==> src/rtl/drg_pkg.sv <==
// Shared definitions for the ramp generator.
// Assumes: destination code is two bits wide; code 3 means no override.
package drg_pkg;
    typedef enum logic [1:0] {
        DEST_FREQ  = 2'd0,
        DEST_PHASE = 2'd1,
        DEST_AMP   = 2'd2,
        DEST_NONE  = 2'd3
    } dest_e;
endpackage

==> src/rtl/drg_cfg_bank.sv <==
// Active setting bank and event detector.
// The shadow inputs are copied to the active set only on the update strobe.
// An update strobe or a change on the profile select raises evt_o one cycle later.
// Assumes: the shadow inputs are stable in the cycle the strobe is high.
module drg_cfg_bank #(
    parameter int ACC_W  = 16,
    parameter int INT_W  = 8,
    parameter int PROF_W = 3
) (
    input  logic              clk,
    input  logic              rst_n,
    input  logic              upd_i,
    input  logic [PROF_W-1:0] prof_i,
    input  logic [ACC_W-1:0]  sh_lo_i,
    input  logic [ACC_W-1:0]  sh_hi_i,
    input  logic [ACC_W-1:0]  sh_rise_step_i,
    input  logic [ACC_W-1:0]  sh_fall_step_i,
    input  logic [INT_W-1:0]  sh_rise_ival_i,
    input  logic [INT_W-1:0]  sh_fall_ival_i,
    input  logic [1:0]        sh_dest_i,
    input  logic              sh_nodwell_hi_i,
    input  logic              sh_nodwell_lo_i,
    input  logic              sh_autoclr_i,
    input  logic              sh_holdclr_i,
    input  logic              sh_ldrate_i,
    output logic [ACC_W-1:0]  lo_o,
    output logic [ACC_W-1:0]  hi_o,
    output logic [ACC_W-1:0]  rise_step_o,
    output logic [ACC_W-1:0]  fall_step_o,
    output logic [INT_W-1:0]  rise_ival_o,
    output logic [INT_W-1:0]  fall_ival_o,
    output drg_pkg::dest_e    dest_o,
    output logic              nodwell_hi_o,
    output logic              nodwell_lo_o,
    output logic              autoclr_o,
    output logic              holdclr_o,
    output logic              ldrate_o,
    output logic              evt_o
);
    logic [PROF_W-1:0] prof_q;

    // Copy the shadow settings into the active set on the update strobe.
    always_ff @(posedge clk) begin
        if (!rst_n) begin
            lo_o         <= '0;
            hi_o         <= '0;
            rise_step_o  <= '0;
            fall_step_o  <= '0;
            rise_ival_o  <= '0;
            fall_ival_o  <= '0;
            dest_o       <= drg_pkg::DEST_NONE;
            nodwell_hi_o <= 1'b0;
            nodwell_lo_o <= 1'b0;
            autoclr_o    <= 1'b0;
            holdclr_o    <= 1'b0;
            ldrate_o     <= 1'b0;
        end else if (upd_i) begin
            lo_o         <= sh_lo_i;
            hi_o         <= sh_hi_i;
            rise_step_o  <= sh_rise_step_i;
            fall_step_o  <= sh_fall_step_i;
            rise_ival_o  <= sh_rise_ival_i;
            fall_ival_o  <= sh_fall_ival_i;
            dest_o       <= drg_pkg::dest_e'(sh_dest_i);
            nodwell_hi_o <= sh_nodwell_hi_i;
            nodwell_lo_o <= sh_nodwell_lo_i;
            autoclr_o    <= sh_autoclr_i;
            holdclr_o    <= sh_holdclr_i;
            ldrate_o     <= sh_ldrate_i;
        end
    end

    // Register the event raised by an update strobe or a profile change.
    always_ff @(posedge clk) begin
        if (!rst_n) begin
            prof_q <= '0;
            evt_o  <= 1'b0;
        end else begin
            prof_q <= prof_i;
            evt_o  <= upd_i || (prof_i != prof_q);
        end
    end

    // without a strobe the active bounds and increments do not move.
    assert_shadow_hold_R1: assert property (@(posedge clk) disable iff (!rst_n)
        !upd_i |=> ($stable(lo_o) && $stable(hi_o) && $stable(rise_step_o) &&
                    $stable(fall_step_o) && $stable(holdclr_o) && $stable(dest_o)));
endmodule

==> src/rtl/drg_interval.sv <==
// Tick generator that spaces the ramp steps.
// It counts down from (interval - 1) and fires when the count is zero.
// The direction input picks the rising or the falling interval; 0 acts as 1.
// Assumes: reload_i is a single-cycle pulse from the event logic.
module drg_interval #(
    parameter int INT_W = 8
) (
    input  logic             clk,
    input  logic             rst_n,
    input  logic [INT_W-1:0] rise_ival_i,
    input  logic [INT_W-1:0] fall_ival_i,
    input  logic             dir_up_i,
    input  logic             pause_i,
    input  logic             reload_i,
    output logic             tick_o
);
    logic [INT_W-1:0] cnt_q;
    logic [INT_W-1:0] ival_sel;
    logic [INT_W-1:0] reload_val;

    // Pick the spacing for the current direction and form the reload count.
    always_comb begin
        ival_sel   = dir_up_i ? rise_ival_i : fall_ival_i;
        reload_val = (ival_sel == '0) ? '0 : ival_sel - 1'b1;
        tick_o     = !reload_i && !pause_i && (cnt_q == '0);
    end

    // Count down to the next tick; a forced reload or pause takes priority.
    always_ff @(posedge clk) begin
        if (!rst_n) begin
            cnt_q <= '0;
        end else if (reload_i) begin
            cnt_q <= reload_val;
        end else if (pause_i) begin
            cnt_q <= cnt_q;
        end else if (cnt_q == '0) begin
            cnt_q <= reload_val;
        end else begin
            cnt_q <= cnt_q - 1'b1;
        end
    end

    // pause without a reload leaves the counter untouched.
    assert_pause_freeze_R5: assert property (@(posedge clk) disable iff (!rst_n)
        (pause_i && !reload_i) |=> $stable(cnt_q));

    // with a spacing above one, two ticks never fall in adjacent cycles.
    assert_tick_spacing_R4: assert property (@(posedge clk) disable iff (!rst_n)
        (tick_o && reload_val != '0) |=> !tick_o);
endmodule

==> src/rtl/drg_stepper.sv <==
// Ramp accumulator with clamping at both bounds and optional no-dwell jumps.
// A clear forces zero; otherwise the value moves one step per tick.
// Assumes: lo_i < hi_i; the sums use one guard bit, so they never wrap.
module drg_stepper #(
    parameter int ACC_W = 16
) (
    input  logic             clk,
    input  logic             rst_n,
    input  logic [ACC_W-1:0] lo_i,
    input  logic [ACC_W-1:0] hi_i,
    input  logic [ACC_W-1:0] rise_step_i,
    input  logic [ACC_W-1:0] fall_step_i,
    input  logic             nodwell_hi_i,
    input  logic             nodwell_lo_i,
    input  logic             dir_up_i,
    input  logic             tick_i,
    input  logic             clr_i,
    output logic [ACC_W-1:0] acc_o,
    output logic             done_o
);
    localparam int SUM_W = ACC_W + 1;

    logic [SUM_W-1:0] up_sum;
    logic [SUM_W-1:0] dn_floor;
    logic             up_hit;
    logic             dn_hit;
    logic [ACC_W-1:0] acc_next;
    logic             hit_next;

    // Compute the next value with one guard bit and decide whether a bound is reached.
    always_comb begin
        up_sum   = {1'b0, acc_o} + {1'b0, rise_step_i};
        dn_floor = {1'b0, lo_i} + {1'b0, fall_step_i};
        up_hit   = up_sum >= {1'b0, hi_i};
        dn_hit   = {1'b0, acc_o} <= dn_floor;
        if (dir_up_i) begin
            hit_next = up_hit;
            if (!up_hit)          acc_next = up_sum[ACC_W-1:0];
            else if (nodwell_hi_i) acc_next = lo_i;
            else                  acc_next = hi_i;
        end else begin
            hit_next = dn_hit;
            if (!dn_hit)          acc_next = acc_o - fall_step_i;
            else if (nodwell_lo_i) acc_next = hi_i;
            else                  acc_next = lo_i;
        end
    end

    // Update the accumulator and the finished flag on clears and ticks.
    always_ff @(posedge clk) begin
        if (!rst_n || clr_i) begin
            acc_o  <= '0;
            done_o <= 1'b0;
        end else if (tick_i) begin
            acc_o  <= acc_next;
            done_o <= hit_next;
        end
    end

    // an upward step never leaves a value above the bound it saw.
    assert_clamp_hi_R2: assert property (@(posedge clk) disable iff (!rst_n)
        (tick_i && dir_up_i && !clr_i) |=> (acc_o <= $past(hi_i)));

    // a downward step never leaves a value below the bound it saw.
    assert_clamp_lo_R3: assert property (@(posedge clk) disable iff (!rst_n)
        (tick_i && !dir_up_i && !clr_i) |=> (acc_o >= $past(lo_i)));

    // a clear always yields zero in the next cycle.
    assert_clear_zero_R8: assert property (@(posedge clk) disable iff (!rst_n)
        clr_i |=> (acc_o == '0 && !done_o));

    // without a tick or clear the accumulator holds.
    assert_acc_hold_R5: assert property (@(posedge clk) disable iff (!rst_n)
        (!tick_i && !clr_i) |=> ($stable(acc_o) && $stable(done_o)));

    // the finished flag only rises as the result of a tick.
    assert_done_on_tick_R11: assert property (@(posedge clk) disable iff (!rst_n)
        $rose(done_o) |-> $past(tick_i));
endmodule

==> src/rtl/drg_router.sv <==
// Destination selector: the ramp replaces exactly one control word, or none.
// Assumes: the destination code is already registered in the active bank.
module drg_router #(
    parameter int ACC_W = 16
) (
    input  drg_pkg::dest_e   dest_i,
    input  logic [ACC_W-1:0] ramp_i,
    input  logic [ACC_W-1:0] freq_base_i,
    input  logic [ACC_W-1:0] phase_base_i,
    input  logic [ACC_W-1:0] amp_base_i,
    output logic [ACC_W-1:0] freq_o,
    output logic [ACC_W-1:0] phase_o,
    output logic [ACC_W-1:0] amp_o
);
    // Replace the selected word and pass the others through.
    always_comb begin
        freq_o  = (dest_i == drg_pkg::DEST_FREQ)  ? ramp_i : freq_base_i;
        phase_o = (dest_i == drg_pkg::DEST_PHASE) ? ramp_i : phase_base_i;
        amp_o   = (dest_i == drg_pkg::DEST_AMP)   ? ramp_i : amp_base_i;
    end
endmodule

==> src/rtl/ramp_gen_top.sv <==
// Top of the ramp generator: active bank, tick generator, accumulator and router.
// Event effects (one-shot clear, interval restart) use the active settings
// one cycle after the strobe or profile change.
// Assumes: the active lower bound is below the active upper bound.
module ramp_gen_top #(
    parameter int ACC_W  = 16,
    parameter int INT_W  = 8,
    parameter int PROF_W = 3
) (
    input  logic              clk,
    input  logic              rst_n,
    input  logic              upd_i,
    input  logic [PROF_W-1:0] prof_i,
    input  logic              dir_up_i,
    input  logic              pause_i,
    input  logic [ACC_W-1:0]  sh_lo_i,
    input  logic [ACC_W-1:0]  sh_hi_i,
    input  logic [ACC_W-1:0]  sh_rise_step_i,
    input  logic [ACC_W-1:0]  sh_fall_step_i,
    input  logic [INT_W-1:0]  sh_rise_ival_i,
    input  logic [INT_W-1:0]  sh_fall_ival_i,
    input  logic [1:0]        sh_dest_i,
    input  logic              sh_nodwell_hi_i,
    input  logic              sh_nodwell_lo_i,
    input  logic              sh_autoclr_i,
    input  logic              sh_holdclr_i,
    input  logic              sh_ldrate_i,
    input  logic [ACC_W-1:0]  freq_base_i,
    input  logic [ACC_W-1:0]  phase_base_i,
    input  logic [ACC_W-1:0]  amp_base_i,
    output logic [ACC_W-1:0]  freq_o,
    output logic [ACC_W-1:0]  phase_o,
    output logic [ACC_W-1:0]  amp_o,
    output logic [ACC_W-1:0]  ramp_o,
    output logic              done_o
);
    logic [ACC_W-1:0] a_lo, a_hi, a_rstep, a_fstep;
    logic [INT_W-1:0] a_rival, a_fival;
    drg_pkg::dest_e   a_dest;
    logic             a_ndhi, a_ndlo, a_auto, a_hold, a_ldr;
    logic             evt;
    logic             tick;
    logic             clr;
    logic             reload;

    drg_cfg_bank #(.ACC_W(ACC_W), .INT_W(INT_W), .PROF_W(PROF_W)) cfg_i (
        .clk             (clk),
        .rst_n           (rst_n),
        .upd_i           (upd_i),
        .prof_i          (prof_i),
        .sh_lo_i         (sh_lo_i),
        .sh_hi_i         (sh_hi_i),
        .sh_rise_step_i  (sh_rise_step_i),
        .sh_fall_step_i  (sh_fall_step_i),
        .sh_rise_ival_i  (sh_rise_ival_i),
        .sh_fall_ival_i  (sh_fall_ival_i),
        .sh_dest_i       (sh_dest_i),
        .sh_nodwell_hi_i (sh_nodwell_hi_i),
        .sh_nodwell_lo_i (sh_nodwell_lo_i),
        .sh_autoclr_i    (sh_autoclr_i),
        .sh_holdclr_i    (sh_holdclr_i),
        .sh_ldrate_i     (sh_ldrate_i),
        .lo_o            (a_lo),
        .hi_o            (a_hi),
        .rise_step_o     (a_rstep),
        .fall_step_o     (a_fstep),
        .rise_ival_o     (a_rival),
        .fall_ival_o     (a_fival),
        .dest_o          (a_dest),
        .nodwell_hi_o    (a_ndhi),
        .nodwell_lo_o    (a_ndlo),
        .autoclr_o       (a_auto),
        .holdclr_o       (a_hold),
        .ldrate_o        (a_ldr),
        .evt_o           (evt)
    );

    // Combine the held clear with the event-driven one-shot clear and reload.
    always_comb begin
        clr    = a_hold || (evt && a_auto);
        reload = evt && a_ldr;
    end

    drg_interval #(.INT_W(INT_W)) ival_i (
        .clk         (clk),
        .rst_n       (rst_n),
        .rise_ival_i (a_rival),
        .fall_ival_i (a_fival),
        .dir_up_i    (dir_up_i),
        .pause_i     (pause_i),
        .reload_i    (reload),
        .tick_o      (tick)
    );

    drg_stepper #(.ACC_W(ACC_W)) step_i (
        .clk          (clk),
        .rst_n        (rst_n),
        .lo_i         (a_lo),
        .hi_i         (a_hi),
        .rise_step_i  (a_rstep),
        .fall_step_i  (a_fstep),
        .nodwell_hi_i (a_ndhi),
        .nodwell_lo_i (a_ndlo),
        .dir_up_i     (dir_up_i),
        .tick_i       (tick),
        .clr_i        (clr),
        .acc_o        (ramp_o),
        .done_o       (done_o)
    );

    drg_router #(.ACC_W(ACC_W)) route_i (
        .dest_i       (a_dest),
        .ramp_i       (ramp_o),
        .freq_base_i  (freq_base_i),
        .phase_base_i (phase_base_i),
        .amp_base_i   (amp_base_i),
        .freq_o       (freq_o),
        .phase_o      (phase_o),
        .amp_o        (amp_o)
    );

    // at most one output word departs from its base input.
    assert_single_dest_R12: assert property (@(posedge clk) disable iff (!rst_n)
        $countones({freq_o != freq_base_i, phase_o != phase_base_i, amp_o != amp_base_i}) <= 1);

    // an event with auto-clear active leaves a zero ramp behind it.
    assert_autoclr_R9: assert property (@(posedge clk) disable iff (!rst_n)
        (evt && a_auto) |=> (ramp_o == '0));
endmodule

==> config.mk <==
export PLATFORM = sky130hd
export DESIGN_NAME = ramp_gen_top
export DESIGN_NICKNAME = d
export VERILOG_FILES = /design/src/rtl/drg_pkg.sv /design/src/rtl/drg_cfg_bank.sv /design/src/rtl/drg_interval.sv /design/src/rtl/drg_stepper.sv /design/src/rtl/drg_router.sv /design/src/rtl/ramp_gen_top.sv
export SDC_FILE = /design/constraint.sdc
export NUM_CORES = 1
export LEC_CHECK = 0
export CAP_MARGIN = 20
export CORE_ASPECT_RATIO = 0.6
export CORE_UTILIZATION = 43
export CTS_CLUSTER_DIAMETER = 150
export CTS_CLUSTER_SIZE = 12
export DETAILED_ROUTE_END_ITERATION = 8
export DONT_BUFFER_PORTS = 1
export SLEW_MARGIN = 10
export SYNTH_ARGS = -nofsm -noshare
export SYNTH_HDL_FRONTEND = slang
export SYNTH_HIERARCHICAL = 1
export SYNTH_SLANG_ARGS = --single-unit
==> constraint.sdc <==
create_clock -name clk -period 7.4 [get_ports clk]
set_input_delay 1.85 -clock clk [delete_from_list [all_inputs] [get_ports clk]]
set_output_delay 1.85 -clock clk [all_outputs]
set_load 0.01 [all_outputs]
==> results of run 1 <==
-- sequential cells by signal (all words and copies together) (netlist names) --
| register | flops |
|---|---|
| step_i/acc_o | 16 |
| cfg_i/evt_o | 1 |
| cfg_i/rise_step_o | 16 |
| cfg_i/rise_ival_o | 8 |
| cfg_i/ldrate_o | 1 |
| cfg_i/lo_o | 16 |
| step_i/done_o | 1 |
| cfg_i/autoclr_o | 1 |
| cfg_i/nodwell_hi_o | 1 |
| cfg_i/hi_o | 16 |
| ival_i/cnt_q | 8 |
| cfg_i/prof_q | 3 |
| cfg_i/dest_o | 2 |
| cfg_i/fall_ival_o | 8 |
| cfg_i/holdclr_o | 1 |
| cfg_i/fall_step_o | 16 |
| cfg_i/nodwell_lo_o | 1 |
-- logic make-up after synthesis --
group / synth area share [%]
simple gates: 17.74
compound gates: 16.49
flops: 24.98
xor+xnor: 4.052
buf+inv: 5.075
mux: 19.84
fa+ha+maj: 11.82
-- power groups by stage --
| stage | clock network (uW) | logic (uW) | registers (uW) |
|---|---|---|---|
| CTS | 804 | 1040 | 848 |
| global route | 836 | 1190 | 856 |
| detailed placement | 0 | 1030 | 860 |
| global placement | 0 | 1030 | 859 |
| floorplan | 0 | 891 | 780 |
| finish | 791 | 1060 | 847 |
-- layout by cell type (no fill, tap or decap), drive strengths merged, types with 5 or more instances in the layout --
cell,netlist,final
a21oi,44,44
xnor2,22,22
o31a,9,9
inv,48,48
nor4,6,6
a211oi,17,17
nor3b,6,6
a21o,13,13
nand3,13,13
buf,22,6
clkbuf,25,25
dfxtp,116,116
nand2b,10,10
o211ai,21,21
a31oi,14,14
mux2i,116,116
nor3,26,26
mux2,54,54
nor2,69,69
nor2b,97,97
or3,5,5
o21ai,45,45
ha,83,83
nand2,40,40
o21bai,6,6
o21a,11,11
xor2,21,21
and2,8,8
-- stage by stage --
step	utilization, %	setup WS, ps
after floorplan	-	3386
after global placement	44.53	2664
after detailed placement	44.53	2522
after CTS	47.15	2484
after global routing	47.30	1975
final	47.30	2408
-- cells in the mapped netlist, types with 4 or more instances --
| library cell | number |
|---|---|
| buf_6 | 8 |
| a211oi_1 | 16 |
| nand2_1 | 40 |
| buf_2 | 9 |
| o211ai_1 | 20 |
| xor2_1 | 21 |
| mux2_2 | 34 |
| o21a_1 | 11 |
| xnor2_1 | 22 |
| nand3_1 | 13 |
| a21oi_1 | 43 |
| a31oi_1 | 14 |
| a21o_1 | 13 |
| nor3b_1 | 6 |
| nand4_1 | 4 |
| o31a_1 | 9 |
| nor3_1 | 25 |
| a211o_1 | 4 |
| mux2i_1 | 116 |
| nor2b_1 | 97 |
| clkbuf_1 | 25 |
| mux2_4 | 20 |
| o21bai_1 | 5 |
| nand2b_1 | 10 |
| dfxtp_1 | 116 |
| and2_1 | 7 |
| nor2_1 | 68 |
| inv_1 | 48 |
| o211a_1 | 4 |
| o21ai_0 | 44 |
| ha_1 | 83 |
| nor4_1 | 6 |
-- final timing paths --
kind | start | to | slack (ps) | cells past startpoint
worst max-delay path | cfg_i/lo_o[0]$_SDFFE_PN0P_ | step_i/acc_o[4]$_SDFFE_PP0P_ | 2410 | 18
worst min register to register | cfg_i/holdclr_o$_SDFFE_PN0P_ | cfg_i/holdclr_o$_SDFFE_PN0P_ | 530 | 2
worst max register to register | cfg_i/lo_o[0]$_SDFFE_PN0P_ | step_i/acc_o[4]$_SDFFE_PP0P_ | 2410 | 18
worst min-delay path | cfg_i/holdclr_o$_SDFFE_PN0P_ | cfg_i/holdclr_o$_SDFFE_PN0P_ | 530 | 2
-- worst min-delay path: cells and delay by family (launching register included) --
family           cells  cell delay [ps]
DFF                  1              310
muxes                1              120
and+or+nand+nor      1               50
-- routing by layer --
| metal | routed length (um) | vias up | share of wire (%) |
|---|---|---|---|
| met5 | 0 | - | 0 |
| met4 | 197 | 0 | 0.72 |
| met3 | 2498 | 13 | 9.2 |
| met2 | 10890 | 320 | 40 |
| met1 | 13660 | 3497 | 50 |
| li1 | - | 3724 | - |
-- final cells by class --
type | count | area share (%)
Inverter | 49 | 1.844
Sequential cell | 116 | 23.29
Clock buffer | 25 | 5.069
Timing Repair Buffer | 6 | 0.6023
Multi-Input combinational cell | 824 | 65.22
Tap cell | 279 | 3.501
Clock inverter | 4 | 0.4768
==> impl_metrics.tcl, run 1 <==
set metrics [dict create \
    async_reset_ff_share_pct 0 \
    startpoint_type "flop" \
    via_per_inst 5.797 \
    finClkSkew_ps 7.927 \
    p_switching_uw 1033 \
    multi_input_area_mm2 0.006504 \
    internal_power_uw 1665 \
    yosysTopAreaCell "dfxtp_1" \
    grt_max_degree 99 \
    numCtsBuffers 17 \
    layout.cells.non_filler 1303 \
    cts_buffer_depth 2 \
    clk_latency_ps 430 \
    synth_area_leaders "dfxtp_1 (25%), mux2i_1 (12%), ha_1 (11%), nor2b_1 (6.5%), mux2_2 (4.1%)" \
    path_delay_family "simple AND/OR/NAND/NOR gates" \
    antennaDiodeCount 0 \
    syn_area_mm2 0.009295 \
    dpl_cell_area_mm2 0.009389 \
    ios 208 \
    sw_frac_of_total_pct 38.29 \
    cp_max_fo 19 \
    drc 0 \
    hpwl_um 20800 \
    ctsResizeCount 0 \
    area.growth.synth_to_final_pct 7.282 \
    synth_top_area_share_pct 24.98 \
    fin_crit_ps 4992 \
    drive_gt1_share_pct 10.25 \
    grt_pass1_wl_um 40860 \
    core_area_mm2 0.02108 \
    postSynthAreaPerCell_um2 8.972 \
    finalHoldViolations 0 \
    arrival_ps 5310 \
    nNetsFinal 1243 \
    slew_headroom_pct 27.82 \
    die_x_um 191.8 \
    grt_use_met2_pct 34.97 \
    hp-class "flop to flop" \
    crit_slowest_cell "nand3_1" \
    slew_violations 0 \
    grt_util_met1_pct 36.63 \
    worstMarginPinSlew_ps 1081 \
    slowest_delay_ps 620 \
    p_leak_uw 0.004292 \
    seq_area_mm2 0.002322 \
    cellPowerDensity_mw_per_mm2 270.6 \
    finalPower_uw 2698 \
    top_usage_layer "met1" \
    placementRows 41 \
    use_met3_pct 7.511 \
    power.share.combinational_pct 39.3 \
    worstPathCellList "ha_1, fa_1, a21oi_1, nand4b_1, nand3_1, and3b_1, o31ai_1, o21bai_1, a21oi_1, xor2_1, ha_1, and2_1, nand4_1, and3b_1, nor4_1, nand3_1, o211a_1, o31a_1" \
    whs_ps 526.0 \
    peakVddDrop_uv 146.9 \
    synthFlopType "dfxtp_1" \
    dp_cells 1272 \
    cts_tree "done" \
    ant_nets 0 \
    critPathKind "flop to flop" \
    first_pass_iters 5 \
    seqPwrFrac_pct 31.4 \
    post_cts_buffers 0 \
    cts_max_level 4 \
    gr-total-overflow 0 \
    fin_setup_tns_ps 0 \
    period_share_pct 67.45 \
    synthDistinctLibCells 78 \
    clkPwrFrac_pct 29.3 \
    initial_utilization_pct 44.09 \
    ys_ff_latch 116 \
    grt_pass1_vias 6933 \
    crit_required_ps 7720 \
    setup-violations-final 0 \
    io_buffer_count 0 \
    max_freq_mhz 200.3 \
    syn_inst 1036 \
    wl_per_cell_um 20.91 \
    mappedNetlistNets 1265 \
    cts.hold.buffers_added 0 \
    dieHeight_um 115.9 \
    die_area_mm2 0.02223 \
    final_area_mm2 0.009972 \
    path_clk_slew_ps 50 \
    yosys_warnings 6 \
    clockRootBuffer "clkbuf_16" \
    drv_cap 0 \
    grt.total_usage_pct 24.83 \
    rsz0062_at_grt "no" \
    cts_num_sinks 116 \
    synth-edff-count 0 \
    status "finished, final reports clean" \
    nFillCells 2058 \
    antenna_found_initial 0 \
    worstSetupEndpointType "flop" \
    worst-path-buf-inv 0 \
    place.gp.congestion 0.9381 \
    drt-total-wl_um 27240 \
    seq_area_frac_synth_pct 24.98 \
    route.vias.total 7554 \
    drt_iter0_drc 678 \
]
No activity file was read; power rests on OpenSTA's default activity.
==> inputs of run 2 (changes only) <==
ABC_AREA = 1   (was not set)
clock period = 5.2 ns   (was 7.4 ns; I/O delays follow)
==> impl_metrics.tcl, run 2 <==
set metrics [dict create \
    cts.hold.buffers_added 0 \
    cts_max_level 4 \
    die_area_mm2 0.02301 \
    worstMarginPinSlew_ps 1071 \
    finalHoldViolations 0 \
    slew_violations 0 \
    cts_tree "done" \
    hpwl_um 25610 \
    place_ws_ps 1350 \
    cp_max_fo 22 \
    synth_most_common_cell "nand2_1" \
    route.vias.total 9869 \
    place.gp.congestion 0.9411 \
    p_leak_uw 0.005122 \
    ios 208 \
    mappedNetlistNets 1762 \
    postSynthAreaPerCell_um2 6.279 \
    drt_iter0_drc 1187 \
    clk_latency_ps 430 \
    seq_area_frac_synth_pct 24.13 \
    power.share.combinational_pct 47.4 \
    cellPowerDensity_mw_per_mm2 421.3 \
    grt_pass1_wl_um 50360 \
    finalWorstSetupSlack_ps 1223 \
    placementRows 41 \
    period_share_pct 76.48 \
    yosysTopAreaCell "dfxtp_1" \
    drv_cap 0 \
    area.growth.synth_to_final_pct 6.877 \
    crit_required_ps 5520 \
    fin_crit_ps 3977 \
    worstSetupEndpointType "flop" \
    critPathKind "flop to flop" \
    grt.total_usage_pct 28.95 \
    seqPwrFrac_pct 25.8 \
    drive_gt1_share_pct 6.785 \
    final_common_cell "nand2_1" \
    seq_area_mm2 0.002322 \
    async_reset_ff_share_pct 0 \
    peakVddDrop_uv 293.9 \
    synthDistinctLibCells 46 \
    synth_top_area_share_pct 24.13 \
    internal_power_uw 2342 \
    clkPwrFrac_pct 26.8 \
    dpl_cell_area_mm2 0.009706 \
    ant_nets 0 \
    grt_pass1_vias 8500 \
    wl_per_cell_um 18.66 \
    ctsResizeCount 0 \
    path_clk_slew_ps 60 \
    yosys-top-cells-count "nand2_1 (345), nor2_1 (282), o21ai_0 (172), inv_1 (139), dfxtp_1 (116)" \
    synth_area_leaders "dfxtp_1 (24%), nand2_1 (13%), nor2_1 (11%), ha_1 (11%), o21ai_0 (8.9%)" \
    ys_ff_latch 116 \
    yosys_warnings 6 \
    initial_utilization_pct 44.78 \
    fin_setup_tns_ps 0 \
    max_freq_mhz 251.5 \
    sw_frac_of_total_pct 45.97 \
    dieHeight_um 117.9 \
    status "finished, final reports clean" \
    syn_inst 1533 \
    syn_area_mm2 0.009625 \
    nNetsFinal 1734 \
    grt_max_degree 96 \
    numCtsBuffers 17 \
    multi_input_area_mm2 0.006339 \
    cts_buffer_depth 2 \
    setup-violations-final 0 \
    arrival_ps 4300 \
    finClkSkew_ps 13.76 \
    drc 0 \
    clockRootBuffer "clkbuf_16" \
    final_area_mm2 0.01029 \
    via_per_inst 5.492 \
    rsz0062_at_grt "no" \
    gr-total-overflow 0 \
    drt-total-wl_um 33540 \
    core_area_mm2 0.02149 \
    cts_num_sinks 116 \
    slew_headroom_pct 28.49 \
    post_cts_buffers 0 \
    nFillCells 2279 \
    first_pass_iters 5 \
    synth-edff-count 0 \
    die_x_um 195.2 \
    hp-class "flop to flop" \
    startpoint_type "flop" \
    antennaDiodeCount 0 \
    layout_common_cells "nand2_1 (345), nor2_1 (282), o21ai_0 (172)" \
    p_switching_uw 1992 \
    synthFlopType "dfxtp_1" \
    antenna_found_initial 0 \
    io_buffer_count 0 \
]
[run 2: per-layer routing]
metal,track usage (%),vias up,wire (um),part of all wire [%]
met2,38.42,459,12720,38
met1,45.41,4472,16990,51
met5,0,-,0,0
li1,-,4905,-,-
met3,5.903,33,3298,9.8
met4,8.120,0,528,1.6
[run 2: path summary, 6_finish.rpt]
check	startpoint	to	slack (ps)	cells past startpoint
worst max-delay path	cfg_i/lo_o[0]$_SDFFE_PN0P_	step_i/acc_o[15]$_SDFFE_PP0P_	1220	23
worst min-delay path	cfg_i/fall_ival_o[0]$_SDFFE_PN0P_	cfg_i/fall_ival_o[0]$_SDFFE_PN0P_	500	2
worst max register to register	cfg_i/lo_o[0]$_SDFFE_PN0P_	step_i/acc_o[15]$_SDFFE_PP0P_	1220	23
worst min register to register	cfg_i/fall_ival_o[0]$_SDFFE_PN0P_	cfg_i/fall_ival_o[0]$_SDFFE_PN0P_	500	2
[run 2: power groups by stage]
stage | sequential, uW | clock (uW) | combinational (uW)
floorplan | 1120 | 0 | 1480
global placement | 1130 | 0 | 1970
detailed placement | 1130 | 0 | 1980
CTS | 1110 | 1170 | 1990
global route | 1130 | 1220 | 2280
finish | 1120 | 1160 | 2050
[run 2: area by class of cell]
type | instances | share of cell area [%]
Multi-Input combinational cell | 1204 | 61.61
Sequential cell | 116 | 22.57
Inverter | 148 | 5.522
Clock buffer | 17 | 4.135
Tap cell | 279 | 3.393
Clock inverter | 15 | 1.447
Timing Repair Buffer | 18 | 1.314
[run 2: cell families (layout without fill, tap and decap cells)]
kind of cell,after synthesis,in the layout,synth area share [%]
xor+xnor,46,46,4.186
compound gates,271,271,14.87
flops,116,116,24.13
buf+inv,213,198,10.07
simple gates,801,801,35.33
fa+ha+maj,86,86,11.41
[run 2: stage by stage]
stage | power [uW] | hold slack (ps) | cells | util, %
2_1_floorplan | 2596 | 451.1 | 1533 | -
3_3_place_gp | 3105 | 475.8 | 1764 | 45.15
3_5_place_dp | 3109 | 483.8 | 1764 | 45.15
4_1_cts | 4281 | 499.8 | 1796 | 47.83
5_1_grt | 4627 | 536.8 | 1797 | 47.86
6_report | 4334 | 504.0 | 1797 | 47.86
[run 2: critical path: stages (launching register included)]
cell,delay [ps]
dfxtp_1,330
ha_1,250
fa_1,420
nand3_1,110
nand2_2,90
xnor2_1,150
ha_1,310
nand2_1,80
nor2_1,290
nand2_1,100
nand3_1,110
nand2_1,60
nand2_1,60
nand2_1,50
nand2_1,50
nand2_1,40
nand2_1,50
nand2_1,40
nand2_1,540
nand2_2,330
nor2_1,190
nor2_1,60
nor2_1,100
nor2_1,50
==> inputs of run 3 (changes only) <==
clock period = 3.4 ns   (was 5.2 ns; I/O delays follow)
==> impl_metrics.tcl, run 3 (same netlist as run 2, synthesis figures left out) <==
set metrics [dict create \
    critPathKind "flop to flop" \
    setup-violations-final 2 \
    core_area_mm2 0.02149 \
    worstPathCellList "ha_4, fa_2, nand3_2, nand2_4, a21oi_4, o21ai_2, nand3_1, nand2_1, xor2_1, ha_1, nand2_1, nor4_1, a31oi_1, nand2_1, nor2_4, buf_12, nand3_1, nand2_2, nor2_1, nor2_1, nor2_1" \
    gr-total-overflow 0 \
    place.gp.congestion 0.9816 \
    violations "setup timing" \
    slowest_delay_ps 380 \
    clockRootBuffer "clkbuf_16" \
    drt-met1-wl_um 17760 \
    period_share_pct 101.4 \
    hp-class "flop to flop" \
    nFillCells 2128 \
    antenna_found_initial 0 \
    placementRows 41 \
    drive_gt1_share_pct 17.79 \
    drt_iter0_drc 1174 \
    dieHeight_um 117.9 \
    die_area_mm2 0.02301 \
    cellPowerDensity_mw_per_mm2 649.6 \
    final_common_cell "nand2_1" \
    multi_input_area_mm2 0.006863 \
    wl_per_cell_um 19.21 \
    grt_max_degree 96 \
    p_leak_uw 0.005611 \
    rsz0062_at_grt "yes" \
    arrival_ps 3770 \
    numCtsBuffers 17 \
    io_buffer_count 0 \
    seqPwrFrac_pct 22.7 \
    finalPower_uw 7519 \
    clk_latency_ps 430 \
    drc 0 \
    startpoint_type "flop" \
    cp_max_fo 21 \
    finClkSkew_ps 10.70 \
    initial_utilization_pct 44.78 \
    area.growth.synth_to_final_pct 20.25 \
    cts_buffer_depth 2 \
    peakVddDrop_uv 380.6 \
    grt_pass1_vias 8864 \
    wl_met2_um 13860 \
    cts_max_level 4 \
    cts_num_sinks 116 \
    fin_crit_ps 3447 \
    worstMarginPinSlew_ps 920.2 \
    finalHoldViolations 0 \
    via_per_inst 5.525 \
    finalWorstSetupSlack_ps -46.80 \
    wl_met3_um 3775 \
    antennaDiodeCount 0 \
    crit_required_ps 3720 \
    nNetsFinal 1815 \
    layout_common_cells "nand2_1 (332), nor2_1 (272), o21ai_0 (165)" \
    seq_area_mm2 0.002347 \
    grt.total_usage_pct 29.87 \
    hpwl_um 26540 \
    slew_headroom_pct 38.32 \
    internal_power_uw 4264 \
    status "finished with violations" \
    drv_cap 0 \
    route.vias.total 10360 \
    clkPwrFrac_pct 24.9 \
    max_freq_mhz 290.1 \
    cts_tree "done" \
    ant_nets 0 \
    first_pass_iters 6 \
    sw_frac_of_total_pct 43.29 \
    grt_pass1_wl_um 52170 \
    fin_setup_tns_ps -53.87 \
    crit_slowest_cell "fa_2" \
    p_switching_uw 3255 \
    slew_violations 0 \
    power.share.combinational_pct 52.4 \
    path_clk_slew_ps 60 \
    worstSetupEndpointType "flop" \
    ios 208 \
    die_x_um 195.2 \
    drt-total-wl_um 36020 \
    highest_layer "met4" \
]
==> run 3: path summary, 6_finish.rpt <==
path | from | end | slack [ps] | cells past startpoint
worst min-delay path | cfg_i/fall_ival_o[0]$_SDFFE_PN0P_ | cfg_i/fall_ival_o[0]$_SDFFE_PN0P_ | 500 | 2
worst max-delay path | cfg_i/lo_o[0]$_SDFFE_PN0P_ | step_i/acc_o[12]$_SDFFE_PP0P_ | -50 | 21
worst max register to register | cfg_i/lo_o[0]$_SDFFE_PN0P_ | step_i/acc_o[12]$_SDFFE_PP0P_ | -50 | 21
worst min register to register | cfg_i/fall_ival_o[0]$_SDFFE_PN0P_ | cfg_i/fall_ival_o[0]$_SDFFE_PN0P_ | 500 | 2
==> run 3: layout make-up <==
class | count | share of cell area, %
sequential | 116 | 20.28
inverter | 148 | 4.908
clock inverter | 8 | 1.103
multi-input combinational | 1204 | 59.29
tap | 279 | 3.016
timing repair buffer | 99 | 7.340
clock buffer | 21 | 4.064
==> run 3: critical path: cells and delay by family, from the launching register on <==
family | cells | cell delay, ps
AO/OA/AOI/OAI | 3 | 500
XOR/XNOR | 1 | 150
AND/OR/NAND/NOR | 13 | 1290
buffers and inverters | 1 | 200
adder cells (fa/ha/maj) | 3 | 830
flip-flops | 1 | 360
==> run 3: through the flow <==
step	setup slack, ps	utilization [%]	area, um^2	instances	hold WS, ps
6_report	-46.80	53.85	11570	1875	496.1
5_1_grt	-167.1	53.85	11570	1875	503.3
4_1_cts	-2.241	50.79	10920	1864	498.5
3_5_place_dp	-152.4	47.77	10270	1834	482.9
3_3_place_gp	-109.3	47.77	10270	1834	478.4
2_1_floorplan	188.1	-	9625	1533	451.1
==> run 3: power by group through the flow <==
stage / sequential (uW) / combinational, uW / clock, uW
2_1_floorplan: 1710 / 2260 / 0
3_5_place_dp: 1710 / 3390 / 0
4_1_cts: 1680 / 3450 / 1890
6_report: 1710 / 3940 / 1870
3_3_place_gp: 1710 / 3390 / 0
5_1_grt: 1720 / 4270 / 1950
==> run 3: what timing repair did <==
action,4_1_cts,5_1_grt
cloned,0,2
gates resized for setup,13,129
hold endpoints to repair,0,0
hold buffers,0,0
pin swaps,4,35
endpoints found under the setup margin,17,17
setup buffers,1,9
==> run 3: metal layers <==
| layer | GRT usage (%) | vias up |
|---|---|---|
| met5 | 0 | - |
| met4 | 8.661 | 0 |
| met3 | 7.249 | 47 |
| met2 | 38.64 | 533 |
| met1 | 46.83 | 4717 |
| li1 | - | 5063 |
